`config.mk`:
```
export PLATFORM = sky130hd
export DESIGN_NAME = tod_clock_top
export DESIGN_NICKNAME = d
export VERILOG_FILES = /design/src/rtl/tod_pkg.sv /design/src/rtl/tod_bcd_wrap.sv /design/src/rtl/tod_hour_step.sv /design/src/rtl/tod_counter.sv /design/src/rtl/tod_latch.sv /design/src/rtl/tod_clock_top.sv
export SDC_FILE = /design/constraint.sdc
export NUM_CORES = 1
export LEC_CHECK = 0
export BUFFER_PORTS_ARGS = -buffer_cell sky130_fd_sc_hd__buf_4
export CORE_UTILIZATION = 50
export DETAILED_ROUTE_END_ITERATION = 8
export HOLD_SLACK_MARGIN = 0.03
export PLACE_DENSITY = 0.68
export SYNTH_ARGS = -nofsm -noshare
export SYNTH_HDL_FRONTEND = slang
export SYNTH_HIERARCHICAL = 1
export SYNTH_SLANG_ARGS = --single-unit
```
`constraint.sdc`:
```
create_clock -name clk -period 5.4 [get_ports clk]
set_input_delay 1.08 -clock clk [delete_from_list [all_inputs] [get_ports clk]]
set_output_delay 1.08 -clock clk [all_outputs]
set_load 0.1 [all_outputs]
```
`src/rtl/tod_pkg.sv`:
```
package tod_pkg;

    localparam int IDX_W = 4;

    localparam logic [IDX_W-1:0] IDX_TENTHS = 4'h8;
    localparam logic [IDX_W-1:0] IDX_SEC    = 4'h9;
    localparam logic [IDX_W-1:0] IDX_MIN    = 4'hA;
    localparam logic [IDX_W-1:0] IDX_HR     = 4'hB;

    typedef struct packed {
        logic       pm;
        logic [4:0] hr;
        logic [6:0] mn;
        logic [6:0] sc;
        logic [3:0] te;
    } tod_time_t;

    localparam tod_time_t TOD_RESET = '{pm: 1'b0, hr: 5'h12, mn: 7'h00, sc: 7'h00, te: 4'h0};

    typedef enum logic {RUN_ON, RUN_HALT} run_state_t;
    typedef enum logic {LATCH_LIVE, LATCH_FROZEN} latch_state_t;
    typedef enum logic [2:0] {SEL_NONE, SEL_TE, SEL_SC, SEL_MN, SEL_HR} reg_sel_t;

    function automatic reg_sel_t decode_idx(input logic [IDX_W-1:0] idx);
        reg_sel_t s;
        unique case (idx)
            IDX_TENTHS: s = SEL_TE;
            IDX_SEC:    s = SEL_SC;
            IDX_MIN:    s = SEL_MN;
            IDX_HR:     s = SEL_HR;
            default:    s = SEL_NONE;
        endcase
        return s;
    endfunction

endpackage

```
`src/rtl/tod_bcd_wrap.sv`:
```
module tod_bcd_wrap #(
    parameter int TENS_W   = 3,
    parameter int TENS_MAX = 5
) (
    input  logic [TENS_W+3:0] val_i,
    output logic [TENS_W+3:0] next_o,
    output logic              wrap_o
);
    localparam logic [TENS_W-1:0] TOP_TENS = TENS_W'(TENS_MAX);

    logic [3:0]        ones;
    logic [TENS_W-1:0] tens;

    assign ones = val_i[3:0];
    assign tens = val_i[TENS_W+3:4];

    always_comb begin
        wrap_o = (ones == 4'd9) && (tens == TOP_TENS);
        if (ones != 4'd9)
            next_o = {tens, ones + 4'd1};
        else if (wrap_o)
            next_o = '0;
        else
            next_o = {tens + 1'b1, 4'd0};
    end
endmodule

```
`src/rtl/tod_hour_step.sv`:
```
module tod_hour_step (
    input  logic       pm_i,
    input  logic [4:0] hr_i,
    output logic       pm_o,
    output logic [4:0] hr_o
);
    always_comb begin
        pm_o = pm_i;
        if (hr_i == 5'h12) begin
            hr_o = 5'h01;
        end else if (hr_i == 5'h11) begin
            hr_o = 5'h12;
            pm_o = ~pm_i;
        end else if (hr_i[3:0] == 4'd9) begin
            hr_o = 5'h10;
        end else begin
            hr_o = {hr_i[4], hr_i[3:0] + 4'd1};
        end
    end
endmodule

```
`src/rtl/tod_counter.sv`:
```
module tod_counter
    import tod_pkg::*;
(
    input  logic      clk,
    input  logic      rst,
    input  logic      tick_i,
    input  reg_sel_t  wr_sel_i,
    input  logic [7:0] wdata_i,
    output tod_time_t time_o,
    output logic      running_o
);
    localparam int SM_TENS_W = 3;
    localparam int SM_W      = SM_TENS_W + 4;

    run_state_t state_q, state_d;
    tod_time_t  time_q, stepped;

    logic            te_wrap;
    logic [SM_W-1:0] sc_next, mn_next;
    logic            sc_wrap, mn_wrap;
    logic            hr_pm_next;
    logic [4:0]      hr_next;

    // seconds and minutes share the same 00..59 digit pair
    tod_bcd_wrap #(.TENS_W(SM_TENS_W), .TENS_MAX(5)) u_sec (
        .val_i (time_q.sc),
        .next_o(sc_next),
        .wrap_o(sc_wrap)
    );

    tod_bcd_wrap #(.TENS_W(SM_TENS_W), .TENS_MAX(5)) u_min (
        .val_i (time_q.mn),
        .next_o(mn_next),
        .wrap_o(mn_wrap)
    );

    tod_hour_step u_hour (
        .pm_i(time_q.pm),
        .hr_i(time_q.hr),
        .pm_o(hr_pm_next),
        .hr_o(hr_next)
    );

    assign te_wrap = (time_q.te == 4'd9);

    always_comb begin
        stepped    = time_q;
        stepped.te = te_wrap ? 4'd0 : time_q.te + 4'd1;
        if (te_wrap) begin
            stepped.sc = sc_next;
            if (sc_wrap) begin
                stepped.mn = mn_next;
                if (mn_wrap) begin
                    stepped.hr = hr_next;
                    stepped.pm = hr_pm_next;
                end
            end
        end
    end

    // run machine: state register
    always_ff @(posedge clk) begin
        if (rst) state_q <= RUN_ON;
        else     state_q <= state_d;
    end

    // run machine: transitions (halt, resume)
    always_comb begin
        state_d = state_q;
        unique case (state_q)
            RUN_ON:   if (wr_sel_i == SEL_HR) state_d = RUN_HALT;
            RUN_HALT: if (wr_sel_i == SEL_TE) state_d = RUN_ON;
            default:  state_d = RUN_ON;
        endcase
    end

    always_ff @(posedge clk) begin
        if (rst) begin
            time_q <= TOD_RESET;
        end else begin
            unique case (wr_sel_i)
                SEL_TE: time_q.te <= wdata_i[3:0];
                SEL_SC: time_q.sc <= wdata_i[6:0];
                SEL_MN: time_q.mn <= wdata_i[6:0];
                SEL_HR: begin
                    time_q.hr <= wdata_i[4:0];
                    time_q.pm <= wdata_i[7];
                end
                default: if (state_q == RUN_ON && tick_i) time_q <= stepped;
            endcase
        end
    end

    assign time_o    = time_q;
    assign running_o = (state_q == RUN_ON);

    AST_TENTHS_WRAP: assert property (@(posedge clk) disable iff (rst)
        (running_o && tick_i && wr_sel_i == SEL_NONE && time_q.te == 4'd9) |=> (time_q.te == 4'd0))
        else $error("tenths did not wrap");

    AST_TENTHS_STEP: assert property (@(posedge clk) disable iff (rst)
        (running_o && tick_i && wr_sel_i == SEL_NONE && time_q.te < 4'd9) |=> (time_q.te == $past(time_q.te) + 4'd1))
        else $error("tenths did not step");

    AST_HALT_HOLDS: assert property (@(posedge clk) disable iff (rst)
        (!running_o && wr_sel_i == SEL_NONE) |=> $stable(time_q))
        else $error("time moved while halted");

    AST_HOUR_HALTS: assert property (@(posedge clk) disable iff (rst)
        (wr_sel_i == SEL_HR) |=> !running_o)
        else $error("hours write did not halt");

endmodule

```
`src/rtl/tod_latch.sv`:
```
module tod_latch
    import tod_pkg::*;
(
    input  logic      clk,
    input  logic      rst,
    input  tod_time_t live_i,
    input  reg_sel_t  rd_sel_i,
    output tod_time_t view_o,
    output logic      frozen_o
);
    latch_state_t state_q, state_d;
    tod_time_t    snap_q;

    // latch machine: state register
    always_ff @(posedge clk) begin
        if (rst) state_q <= LATCH_LIVE;
        else     state_q <= state_d;
    end

    // latch machine: transitions (engage, release)
    always_comb begin
        state_d = state_q;
        unique case (state_q)
            LATCH_LIVE:   if (rd_sel_i == SEL_HR) state_d = LATCH_FROZEN;
            LATCH_FROZEN: if (rd_sel_i == SEL_TE) state_d = LATCH_LIVE;
            default:      state_d = LATCH_LIVE;
        endcase
    end

    always_ff @(posedge clk) begin
        if (rst)
            snap_q <= TOD_RESET;
        else if (state_q == LATCH_LIVE && rd_sel_i == SEL_HR)
            snap_q <= live_i;
    end

    // outputs
    always_comb begin
        frozen_o = (state_q == LATCH_FROZEN);
        view_o   = frozen_o ? snap_q : live_i;
    end

    AST_ENGAGE: assert property (@(posedge clk) disable iff (rst)
        (rd_sel_i == SEL_HR) |=> frozen_o)
        else $error("hours read did not engage latch");

    AST_RELEASE: assert property (@(posedge clk) disable iff (rst)
        (frozen_o && rd_sel_i == SEL_TE) |=> !frozen_o)
        else $error("tenths read did not release latch");

    AST_STAY_FROZEN: assert property (@(posedge clk) disable iff (rst)
        (frozen_o && rd_sel_i != SEL_TE) |=> (frozen_o && $stable(view_o)))
        else $error("frozen view changed");

endmodule

```
`src/rtl/tod_clock_top.sv`:
```
module tod_clock_top
    import tod_pkg::*;
#(
    parameter int ADDR_W = 8
) (
    input  logic              clk,
    input  logic              rst,
    input  logic              tick_i,
    input  logic              cs_i,
    input  logic [ADDR_W-1:0] addr_i,
    input  logic              rd_i,
    input  logic              wr_i,
    input  logic [7:0]        wdata_i,
    output logic [7:0]        rdata_o
);
    logic       rd_fire, wr_fire;
    reg_sel_t   idx_sel, rd_sel, wr_sel;
    tod_time_t  live, view;
    logic       running, frozen;
    logic [7:0] rd_byte, rdata_q;

    assign rd_fire = cs_i && rd_i;
    assign wr_fire = cs_i && wr_i;
    assign idx_sel = decode_idx(addr_i[IDX_W-1:0]);
    assign rd_sel  = rd_fire ? idx_sel : SEL_NONE;
    assign wr_sel  = wr_fire ? idx_sel : SEL_NONE;

    tod_counter u_cnt (
        .clk      (clk),
        .rst      (rst),
        .tick_i   (tick_i),
        .wr_sel_i (wr_sel),
        .wdata_i  (wdata_i),
        .time_o   (live),
        .running_o(running)
    );

    tod_latch u_latch (
        .clk     (clk),
        .rst     (rst),
        .live_i  (live),
        .rd_sel_i(rd_sel),
        .view_o  (view),
        .frozen_o(frozen)
    );

    always_comb begin
        unique case (idx_sel)
            SEL_TE:  rd_byte = {4'b0, view.te};
            SEL_SC:  rd_byte = {1'b0, view.sc};
            SEL_MN:  rd_byte = {1'b0, view.mn};
            SEL_HR:  rd_byte = {view.pm, 2'b0, view.hr};
            default: rd_byte = 8'h00;
        endcase
    end

    always_ff @(posedge clk) begin
        if (rst)          rdata_q <= 8'h00;
        else if (rd_fire) rdata_q <= rd_byte;
    end

    assign rdata_o = rdata_q;

    AST_UNUSED_ZERO: assert property (@(posedge clk) disable iff (rst)
        (rd_fire && idx_sel == SEL_NONE) |=> (rdata_o == 8'h00))
        else $error("unused index returned data");

    AST_RDATA_HOLD: assert property (@(posedge clk) disable iff (rst)
        !rd_fire |=> $stable(rdata_o))
        else $error("read data changed without a read");

    AST_HOUR_PAD: assert property (@(posedge clk) disable iff (rst)
        (rd_fire && idx_sel == SEL_HR) |=> (rdata_o[6:5] == 2'b00))
        else $error("hours pad bits set");

endmodule

```
* After elaboration in Yosys (flattened, before gate mapping)
Index checks and enable logic that the tools add are counted.
W data, S select, Z words.
** Cells by class
- $add $sub $neg :: 6
- Eq/ne operators :: 27
- Multiplexer cells :: 29
- Bitwise operators :: 7
- Reduce and logical (&&, ||, !) cells :: 30
** Operators by type and width (number)
- $mux W24 :: 2
- $eq A4 B4 Y1 const B :: 8
- $pmux W8 S4 :: 1
- $mux W7 :: 4
- $pmux W7 S2 :: 2
- $reduce_bool A2 Y1 :: 11
- $mux W20 :: 1
- $add A4 B1 Y4 const B :: 4
- $eq A3 B3 Y1 const B :: 5
- $mux W5 :: 3
- $mux W13 :: 1
- $eq A3 B2 Y1 const B :: 4
- $pmux W3 S4 :: 1
- $pmux W6 S2 :: 1
- $reduce_or A3 Y1 :: 4
- $eq A5 B5 Y1 const B :: 2
- $reduce_and A5 Y1 :: 2
- $eq A3 B1 Y1 const B :: 3
- $ne A4 B4 Y1 const B :: 2
- $pmux W4 S2 :: 1
- $reduce_and A4 Y1 :: 2
- $not A1 Y1 :: 7
- $reduce_and A7 Y1 :: 1
- $add A3 B1 Y3 const B :: 2
- other kinds (11) :: 25
** Storage, ports and cells
- Register bits :: 58
- Input port bits :: 22
- Output and inout port bits :: 8
- Word-level logic and storage cells :: 115

* Depth between registers and ports, before layout
Gate-level depths: netlist (run 1).
- Depth after elaboration :: 9
- Depth in mapped cells :: 11
- Depth with buffers taken out :: 8

* By module
Netlist (run 1), hierarchy kept.
** Modules (own cells, without submodules)
- tod_counter :: instances 1, cells each 164, area an instance 1567.8 sq um, seq. area each 500.5 sq um
- tod_latch :: instances 1, cells each 138, area an instance 1218.7 sq um, seq. area each 500.5 sq um
- tod_clock_top :: instances 1, cells each 51, area an instance 503.0 sq um, seq. area each 160.2 sq um
- tod_bcd_wrap :: instances 2, cells each 24, area an instance 187.7 sq um, seq. area each 0.0 sq um
- tod_hour_step :: instances 1, cells each 19, area an instance 121.4 sq um, seq. area each 0.0 sq um

* Worst setup path before layout (run 1)
Ideal clock, no wire load.
- Path type :: in2reg
- Start :: in addr_i[0]
- End :: reg u_cnt.time_q, in the netlist u_cnt/time_o[3]
- Data arrival time :: 2.829 ns
- Slack :: 2.485 ns
- Stages :: 8
- Path buffers :: 3
- Cell sequence :: buf_6 buf_2 nand4b_1 nor2_1 buf_6 o22ai_2 or3_1 a221oi_2
** On the way
- Word-level cells in the longest chain between the ends :: 7
** Ends and longest elaborated chain
- start, declared :: RTL line tod_clock_top.sv:10 : input logic [ADDR_W-1:0] addr_i,
- $eq A4 B4 Y1 :: RTL line tod_pkg.sv:26 : unique case (idx)
- $pmux W3 S4 * :: RTL line tod_pkg.sv:26
- $mux W3 * :: RTL line tod_clock_top.sv:26 : assign wr_sel = wr_fire ? idx_sel : SEL_NONE;
- net wr_sel[2] :: RTL line tod_clock_top.sv:17 : reg_sel_t idx_sel, rd_sel, wr_sel;
- $eq A3 B2 Y1 or $eq A3 B3 Y1 (tied branches) :: RTL line tod_counter.sv:81 : unique case (wr_sel_i)
- $reduce_or A3 Y1 (no line)
- $not A1 Y1 (no line)
- $reduce_and A2 Y1 (no line)
- end signal, assigned :: RTL line tod_counter.sv:89 : default: if (state_q == RUN_ON && tick_i) time_q <= stepped;
- end, declared :: RTL line tod_counter.sv:16 : tod_time_t time_q, stepped;
Mark *: on every way through the listed nets, which the timed path passes. The rest lies on a longest branch.
A chain may end at the register's enable or synchronous reset.

* Worst setup path after layout (run 1)
- Start :: in addr_i[0]
- End :: reg u_cnt.time_q, in the netlist u_cnt/time_o[12]
** On the way
- Word-level cells in the longest chain between the ends :: 7
** Ends and longest elaborated chain (RTL line)
- $eq A4 B4 Y1 :: tod_pkg.sv:26
- $pmux W3 S4 * :: tod_pkg.sv:26
- $mux W3 * :: tod_clock_top.sv:26
- net wr_sel[1] :: tod_clock_top.sv:17
- $eq A3 B2 Y1, or another cell as far along :: tod_counter.sv:81
- $reduce_or A3 Y1 (no line)
- $not A1 Y1 (no line)
- $reduce_and A4 Y1 (no line)
Marked as above.

==> flow_summary.json, run 1 <==
{
  "fin_skew_ns": 0.00894,
  "rows": 31,
  "final.setup.tns_ns": 0,
  "drt-wirelength-per-cell_um": 16.7,
  "clock_sinks": 58,
  "r2r_setup_slack_ns": 3.32,
  "fin_crit_sh_pct": 63.6,
  "grt_start_max_net_pins": 57,
  "vias": 3170,
  "grt_pass1_wl_mm": 14.5,
  "min_from": "u_latch/snap_q[2]",
  "async_reset_ff_share_pct": 0,
  "cts_max_path_buffers": 2,
  "end_kind": "register",
  "clockPowerShare_pct": 47.0,
  "drtIter0Drc": 162,
  "ant_nets": 0,
  "reg2reg_to": "rdata_o[3]",
  "synth_cell_types": 61,
  "critPathMaxStageDelay_ns": 0.81,
  "drive_above_1_share_pct": 23.6,
  "cp.arrival_ns": 3.68,
  "rr_startpoint": "u_latch/frozen_o",
  "post_cts_resized": 0,
  "drv_slew": 0,
  "startpoint_type": "input pin",
  "slowest_stage": "nand3b_1",
  "wl_mm": 8.93,
  "worstPathRequired_ns": 5.64,
  "synth_top_area_share_pct": 30.7,
  "cp_num_buf_inv": 1,
  "areaGrowthSynthToFinish_pct": 10.2,
  "antenna_found_initial": 0,
  "clk_pin_slew_ns": 0.07,
  "power.share.sequential_pct": 45.4,
  "cts_root_buf": "clkbuf_8",
  "drv_cap": 0,
  "first_pass_iters": 4,
  "synth_fp_nets": 446,
  "hold_end": "u_latch/snap_q[2]",
  "die_h_um": 89.0,
  "relSlewSlack_pct": 37.4,
  "final_hold_viol_count": 0,
  "min_path_cells": 2,
  "pre_cts_ws_ns": 1.68,
  "postSynthAreaPerCell_um2": 9.01,
  "synth_area_leader_cell": "dfxtp_1",
  "cp_max_fo": 21,
  "rsz0062_at_grt": "no",
  "p_per_area_nw_per_um2": 233,
  "max_slew.worst_pin.slew_ns": 0.937,
  "ys_seq_elements": 58,
  "final_util_pct": 57.2,
  "stdcell_area_um2": 4170,
  "nNetsFinal": 457,
  "synth_area_leaders": "dfxtp_1, mux2_2, nand2_1",
  "ys_seq_area_share_pct": 30.7,
  "path_class": "in2reg",
  "clk_latency_ns": 0.34,
  "syn_inst": 420,
  "p_sw_w": 0.000238,
  "setup_viol": 0,
  "netSwitchingFraction_pct": 24.4,
  "internal_power_w": 0.000736,
  "core_area_um2": 7290,
  "grt.total_usage_pct": 24.6,
  "grt_pass1_vias": 2909,
  "critical-path-top-delay-family": "simple AND/OR/NAND/NOR gates",
  "hpwlAfterDp_mm": 6.09,
  "ios": 30,
  "worst_slack_ns": 1.97,
  "rr_worst_depth": 4,
  "start_util_pct": 51.9,
  "dieArea_um2": 7920,
  "status": "completed",
  "min_period_ns": 3.43,
  "die_w_um": 89.0,
  "netlist_area_um2": 3790,
  "crit_chain": "buf_4, xor2_1, nand2_1, nor2_1, nand3b_1, mux2i_1, a211oi_1, a41o_1",
  "gr-total-overflow": 0,
  "vias_per_cell": 5.93,
  "cts_tree": "built",
  "max_freq_ghz": 0.291,
  "cts_max_level": 3,
  "peakVddDrop_uv": 106,
  "numCtsBuffers": 9,
  "synth_edf_count": 0,
  "p_comb_share_pct": 7.7,
  "place_area_um2": 3950,
  "gp_congestion": 0.840,
  "postCtsHoldBufs": 0,
  "synth-main-ff-cell": "dfxtp_1",
  "cts_setup_buffers": 0,
  "leakage_nw": 1.55,
  "hold_class": "reg2reg",
  "antenna_cells": 0,
  "route.detailed.drc": 0,
  "port_buffers": 25,
  "whs_ns": 0.454,
  "yosysWarnings": 6
}
[tightest hold or removal path: stages, from the launching register on]
cell and delay, ns:
dfxtp_1 0.31, nand2_1 0.05, a21oi_1 0.05
[placed cells by master, fill, tap and decap left out, types with 3 or more instances in the layout]
master     instances
nor2b_1            5
nand2b_1          10
a31oi_1           12
a21o_1             7
a41o_1             8
ha_1               4
a211oi_1           7
nand3b_1           5
buf_4             29
nor3_2             4
nor3b_2            4
nand3_1            5
inv_1             12
or3_1              4
dfxtp_1           58
o21ai_1            5
a211oi_2           7
a32o_1             5
mux4_2             4
nand2_1           64
nor2_1            18
xnor2_1            4
nor3_1             4
a22o_1             3
clkbuf_8          10
a21oi_1           34
nand4bb_4          3
o21ai_0           12
mux2i_1           22
mux2_2            26
[how the worst max path moves through the flow]
stage	to	cells past startpoint	start	slack [ns]
5_1_grt	u_cnt/time_o[12]	8	addr_i[0]	1.70
4_1_cts	u_cnt/time_o[17]	8	addr_i[0]	2.04
3_3_place_gp	u_cnt/time_o[17]	8	addr_i[0]	1.70
3_5_place_dp	u_cnt/time_o[16]	8	addr_i[0]	1.68
6_report	u_cnt/time_o[12]	8	addr_i[0]	1.97
2_1_floorplan	u_cnt/time_o[3]	8	addr_i[0]	2.49
[layer usage]
metal | vias up | global-route usage (%) | routed length (um)
met4 | 0 | 12.8 | 208
met5 | - | 0 | 0
met3 | 17 | 3.69 | 279
met2 | 54 | 39.4 | 4290
met1 | 1528 | 32.2 | 4150
li1 | 1571 | - | -
[layout make-up]
| cell class | instances | area, um^2 |
|---|---|---|
| clock buffers | 10 | 138 |
| inverters | 14 | 52.6 |
| repair buffers | 29 | 218 |
| fillers | 699 | 3120 |
| flip-flops and latches | 58 | 1160 |
| well taps | 99 | 124 |
| multi-input cells | 319 | 2390 |
| clock inverters | 6 | 88.8 |
[stage by stage]
| step | total power (W) | cells |
|---|---|---|
| 5_1_grt | 0.00102 | 535 |
| 3_5_place_dp | 0.000526 | 519 |
| 6_report | 0.000974 | 535 |
| 2_1_floorplan | 0.000502 | 420 |
| 4_1_cts | 0.000985 | 535 |
| 3_3_place_gp | 0.000524 | 519 |
[state kept, by name (all words and copies together) (netlist names)]
signal and cells:
rdata_o 8, u_latch/snap_q 24, u_latch/frozen_o 1, u_cnt/state_q 1, u_cnt/time_o 24
[synthesized netlist by cell type (6+ instances only)]
master    count
nand2_1      64
dfxtp_1      58
a21oi_1      34
mux2_2       26
mux2i_1      22
nor2_1       18
a31oi_1      12
inv_1        12
o21ai_0      12
nand2b_1     10
a41o_1        8
buf_2         8
clkbuf_1      8
a211oi_1      7
a211oi_2      7
a21o_1        7
buf_6         6
[power groups by stage]
stage | clock (W) | combinational [W] | sequential, W
floorplan | 0 | 0.0000550 | 0.000447
global placement | 0 | 0.0000728 | 0.000451
detailed placement | 0 | 0.0000740 | 0.000452
CTS | 0.000469 | 0.0000743 | 0.000442
global route | 0.000492 | 0.0000805 | 0.000443
finish | 0.000457 | 0.0000746 | 0.000442
[cells by family (layout without fill, tap and decap cells)]
logic type | Yosys count | count (layout) | synth area share [%]
xor gates and xnor gates | 6 | 6 | 1.39
muxes | 52 | 52 | 15.9
buffers and inverters | 43 | 59 | 6.21
DFF | 58 | 58 | 30.7
AOI/OAI and AO/OA | 118 | 118 | 22.7
and+or+nand+nor | 139 | 139 | 21.8
adders and majority gates | 4 | 4 | 1.32
Note: power is estimated with default switching activity, not from simulation.
==> inputs of run 2 (changes only) <==
Settings changed: PLACE_DENSITY 0.68 to 0.71.
Clock period 5.4 ns to 3.1 ns, I/O delays scaled along.
==> run 2 against run 1 <==
Effect of this change:
- clock power rose by 67%
- register-to-register slack got worse by 2.6 ns
- via count rose by 2.3%
- sequential share of layout area barely moved
- critical path type is now reg2reg
- highest routed layer unchanged
- die area did not move
- clock-buffer cell count rose by 1
- sequential cell count did not move
==> flow_summary.json, run 2 (synthesis gave the netlist of run 1 again) <==
{
  "peakVddDrop_uv": 203,
  "min_period_ns": 2.40,
  "relSlewSlack_pct": 18.6,
  "areaGrowthSynthToFinish_pct": 10.0,
  "seq_area_um2": 1160,
  "drv_cap": 0,
  "numCtsBuffers": 9,
  "clk_pin_slew_ns": 0.06,
  "cp.arrival_ns": 2.64,
  "start_util_pct": 51.9,
  "path_class": "reg2reg",
  "place_area_um2": 3960,
  "min_from": "u_latch/snap_q[16]",
  "core_area_um2": 7290,
  "cts_setup_buffers": 0,
  "grt.total_usage_pct": 24.0,
  "dp.cells": 521,
  "max_freq_ghz": 0.416,
  "grt_start_max_net_pins": 30,
  "first_pass_iters": 4,
  "hpwlAfterDp_mm": 6.29,
  "nNetsFinal": 459,
  "stdcell_count": 535,
  "hold_end": "u_latch/snap_q[16]",
  "fillers": 674,
  "rr_worst_depth": 3,
  "gr-total-overflow": 0,
  "leakage_nw": 1.55,
  "drtIter0Drc": 185,
  "p_per_area_nw_per_um2": 400,
  "end_kind": "register",
  "vias": 3242,
  "critical-path-top-delay-family": "flip-flops",
  "port_buffers": 25,
  "drt-wirelength-per-cell_um": 17.0,
  "fin_crit_sh_pct": 77.5,
  "post_cts_resized": 0,
  "postCtsHoldBufs": 0,
  "rr_startpoint": "u_latch/frozen_o",
  "grt_util_met1_pct": 33.7,
  "mostFrequentLayoutCell": "nand2_1",
  "grt_pass1_vias": 2714,
  "antenna_found_initial": 0,
  "cp_num_buf_inv": 0,
  "whs_ns": 0.454,
  "die_h_um": 89.0,
  "r2r_setup_slack_ns": 0.70,
  "startpoint_type": "register",
  "grt_pass1_wl_mm": 14.1,
  "min_path_cells": 2,
  "antenna_cells": 0,
  "drv_slew": 0,
  "max_slew.worst_pin.slew_ns": 1.22,
  "cts_root_buf": "clkbuf_8",
  "hold_class": "reg2reg",
  "dieArea_um2": 7920,
  "status": "completed",
  "critPathMaxStageDelay_ns": 1.13,
  "reg2reg_to": "rdata_o[1]",
  "route.detailed.drc": 0,
  "mostFrequentLayoutCells": "nand2_1, dfxtp_1, a21oi_1",
  "worstPathRequired_ns": 3.34,
  "clock_sinks": 58,
  "worst_slack_ns": 0.696,
  "met2_usage_pct": 36.9,
  "setup_viol": 0,
  "cts_tree": "built",
  "final_hold_viol_count": 0,
  "cts_max_level": 3,
  "cts_max_path_buffers": 2,
  "die_w_um": 89.0,
  "pre_cts_ws_ns": 0.467,
  "fin_skew_ns": 0.00853,
  "clk_latency_ns": 0.35,
  "vias_per_cell": 6.06,
  "ios": 30,
  "drive_above_1_share_pct": 23.4,
  "grtUsageMet3_pct": 4.06,
  "cp_max_fo": 28,
  "gp_congestion": 0.841,
  "rsz0062_at_grt": "no",
  "busiest_layer": "met2",
  "multi_input_area_um2": 2390,
  "final.setup.tns_ns": 0,
  "crit_chain": "mux2_2, mux4_2, a32o_1",
  "wl_mm": 9.07,
  "stdcell_area_um2": 4170,
  "rows": 31,
  "slowest_stage": "dfxtp_1",
  "ant_nets": 0
}
-- run 2: cell count changes in the layout (fill, tap and decap cells not counted) --
cell,before,now
clkbuf_1,0,1
buf_4,29,31
inv_6,1,0
clkinvlp_4,2,0
-- run 2: how the worst max path moves through the flow --
| stage | start | end | slack [ns] | cells after the start |
|---|---|---|---|---|
| finish | u_latch/frozen_o | rdata_o[1] | 0.70 | 3 |
| CTS | u_latch/frozen_o | rdata_o[1] | 0.70 | 3 |
| global placement | addr_i[0] | u_latch/snap_q[23] | 0.53 | 6 |
| global route | addr_i[0] | u_latch/snap_q[15] | 0.56 | 6 |
| detailed placement | addr_i[0] | u_latch/snap_q[0] | 0.47 | 6 |
| floorplan | addr_i[0] | u_cnt/time_o[3] | 0.65 | 8 |
-- run 2: final cells by class --
class                           instances  share of cell area [%]
Timing Repair Buffer                   31                    5.59
Sequential cell                        58                    27.9
Inverter                               14                    1.26
Tap cell                               99                    2.97
Multi-Input combinational cell        319                    57.4
Clock buffer                           11                    3.39
Clock inverter                          3                    1.56
-- run 2: per-stage QoR --
step                utilization [%]  power, W
floorplan                         -  0.000875
global placement               54.3  0.000915
detailed placement             54.3  0.000918
CTS                            57.1   0.00168
global route                   57.1   0.00172
finish                         57.1   0.00167
-- run 2: power by group --
| group | switching (W) | leakage (nW) | internal (W) |
|---|---|---|---|
| Combinational | 0.0000746 | 0.977 | 0.0000564 |
| Sequential | 0.0000199 | 0.468 | 0.000752 |
| Clock | 0.000298 | 0.105 | 0.000464 |
| Total | 0.000392 | 1.55 | 0.00127 |
-- run 2: routing by layer --
layer	up-vias	part of all wire (%)
met1	1555	47
met4	0	1.8
met2	106	46
li1	1565	-
met5	-	0
met3	16	5.1
-- run 2: worst reg2reg max path, stage by stage (launching register included) --
cell and delay [ns]:
dfxtp_1 1.13, mux2_2 0.45, mux4_2 0.50, a32o_1 0.23
==> inputs of run 3 (changes only) <==
Settings changed: PLACE_DENSITY 0.71 to 0.68.
Clock period 3.1 ns to 2.51 ns, I/O delays scaled along.
==> run 3 against run 2 <==
Effect of this change:
- power increased by 27%
- sequential share of layout area decreased by 0.88 points
- worst setup slack got worse by 0.31 ns
- combinational power increased by 28%
- sequential cell count unchanged
- register-to-register slack got worse by 0.29 ns
- clock skew increased by 0.0025 ns
==> flow_summary.json, run 3 (synthesis gave the netlist of run 1 again) <==
{
  "multi_input_area_um2": 2390,
  "cts_root_buf": "clkbuf_8",
  "cts_max_level": 3,
  "max_slew.worst_pin.slew_ns": 0.842,
  "rows": 31,
  "grt_start_max_net_pins": 29,
  "die_w_um": 89.0,
  "ios": 30,
  "route.detailed.drc": 0,
  "seq_area_um2": 1160,
  "grt_pass1_vias": 2923,
  "drtIter0Drc": 172,
  "hold_class": "in2reg",
  "mostFrequentLayoutCells": "nand2_1, dfxtp_1, buf_4",
  "path_class": "in2reg",
  "port_buffers": 25,
  "fin_skew_ns": 0.0110,
  "drv_cap": 0,
  "peakVddDrop_uv": 232,
  "antenna_found_initial": 0,
  "cp_max_fo": 14,
  "drv_slew": 0,
  "hpwlAfterDp_mm": 6.30,
  "grt_pass1_wl_mm": 14.6,
  "startpoint_type": "input pin",
  "vias_per_cell": 5.78,
  "die_h_um": 89.0,
  "start_util_pct": 51.9,
  "fillers": 682,
  "post_cts_resized": 0,
  "core_area_um2": 7290,
  "clk_pin_slew_ns": 0.07,
  "postCtsHoldBufs": 0,
  "status": "completed",
  "leakage_nw": 1.63,
  "setup_viol": 0,
  "p_per_area_nw_per_um2": 490,
  "min_period_ns": 2.12,
  "dieArea_um2": 7920,
  "final_hold_viol_count": 0,
  "worstPathRequired_ns": 2.74,
  "mostFrequentLayoutCell": "nand2_1",
  "relSlewSlack_pct": 43.8,
  "first_pass_iters": 4,
  "areaGrowthSynthToFinish_pct": 13.6,
  "rr_worst_depth": 3,
  "nNetsFinal": 471,
  "final.setup.tns_ns": 0,
  "antenna_cells": 0,
  "end_kind": "register",
  "min_path_cells": 3,
  "fin_crit_sh_pct": 84.6,
  "drt-wirelength-per-cell_um": 16.3,
  "grt.total_usage_pct": 24.6,
  "drive_above_1_share_pct": 26.0,
  "cts_tree": "built",
  "gr-total-overflow": 0,
  "vias": 3172,
  "clock_sinks": 58,
  "cts_max_path_buffers": 2,
  "clk_latency_ns": 0.35,
  "gp_congestion": 0.820,
  "final_util_pct": 59.0,
  "ant_nets": 0,
  "cp.arrival_ns": 2.35,
  "cts_setup_buffers": 0,
  "wl_mm": 8.94,
  "rsz0062_at_grt": "no",
  "max_freq_ghz": 0.471,
  "numCtsBuffers": 9
}
run 3: cell types whose count changed in the layout (fill, tap and decap cells not counted), sizes merged:
cell      previous run  this run
buf                 31        43
clkinvlp             0         2
clkbuf              11        10
inv                 13        14
run 3: routing by layer:
metal | up-vias | share of wire, % | global-route usage [%]
met3 | 15 | 3.5 | 4.52
met2 | 41 | 47 | 40.0
met1 | 1515 | 47 | 31.8
met4 | 0 | 1.9 | 11.3
li1 | 1601 | - | -
met5 | - | 0 | 0
run 3: per-stage QoR:
stage               cell area [um^2]  hold slack [ns]  worst slack [ns]  instances  total power (W)
finish                          4300            0.425             0.388        549          0.00211
global route                    4300            0.454             0.261        549          0.00218
CTS                             4300            0.422             0.414        549          0.00212
detailed placement              4080            0.444            0.0687        533          0.00114
global placement                4080            0.438             0.116        533          0.00114
floorplan                       3790            0.433             0.173        420          0.00108
run 3: power breakdown:
group	switching, W	total (W)	internal (W)	leakage, nW
clock network	0.000403	0.000990	0.000587	0.109
registers	0.0000230	0.000952	0.000928	0.468
logic	0.0000933	0.000168	0.0000747	1.05
run 3: critical path, cell delays in order:
cell       delay, ns
buf_4           0.18
xor2_1          0.15
nand2_1         0.09
nor2_1          0.05
buf_4           0.17
o21a_1          0.20
o2111ai_2       0.59
a211oi_1        0.19
a41o_1          0.23
run 3: worst paths after layout:
kind	from	endpoint	slack [ns]
worst min-delay path	wdata_i[2]	u_cnt/time_o[20]	0.42
worst max register to register	u_latch/frozen_o	rdata_o[1]	0.41
worst min register to register	u_latch/snap_q[12]	u_latch/snap_q[12]	0.46
worst max-delay path	addr_i[0]	u_cnt/time_o[12]	0.39
run 3: area by class of cell:
class	instances	area share (%)
clock buffers	10	3.20
clock inverters	6	2.07
inverters	14	1.22
multi-input cells	319	55.6
flip-flops and latches	58	27.0
well taps	99	2.88
repair buffers	43	8.09
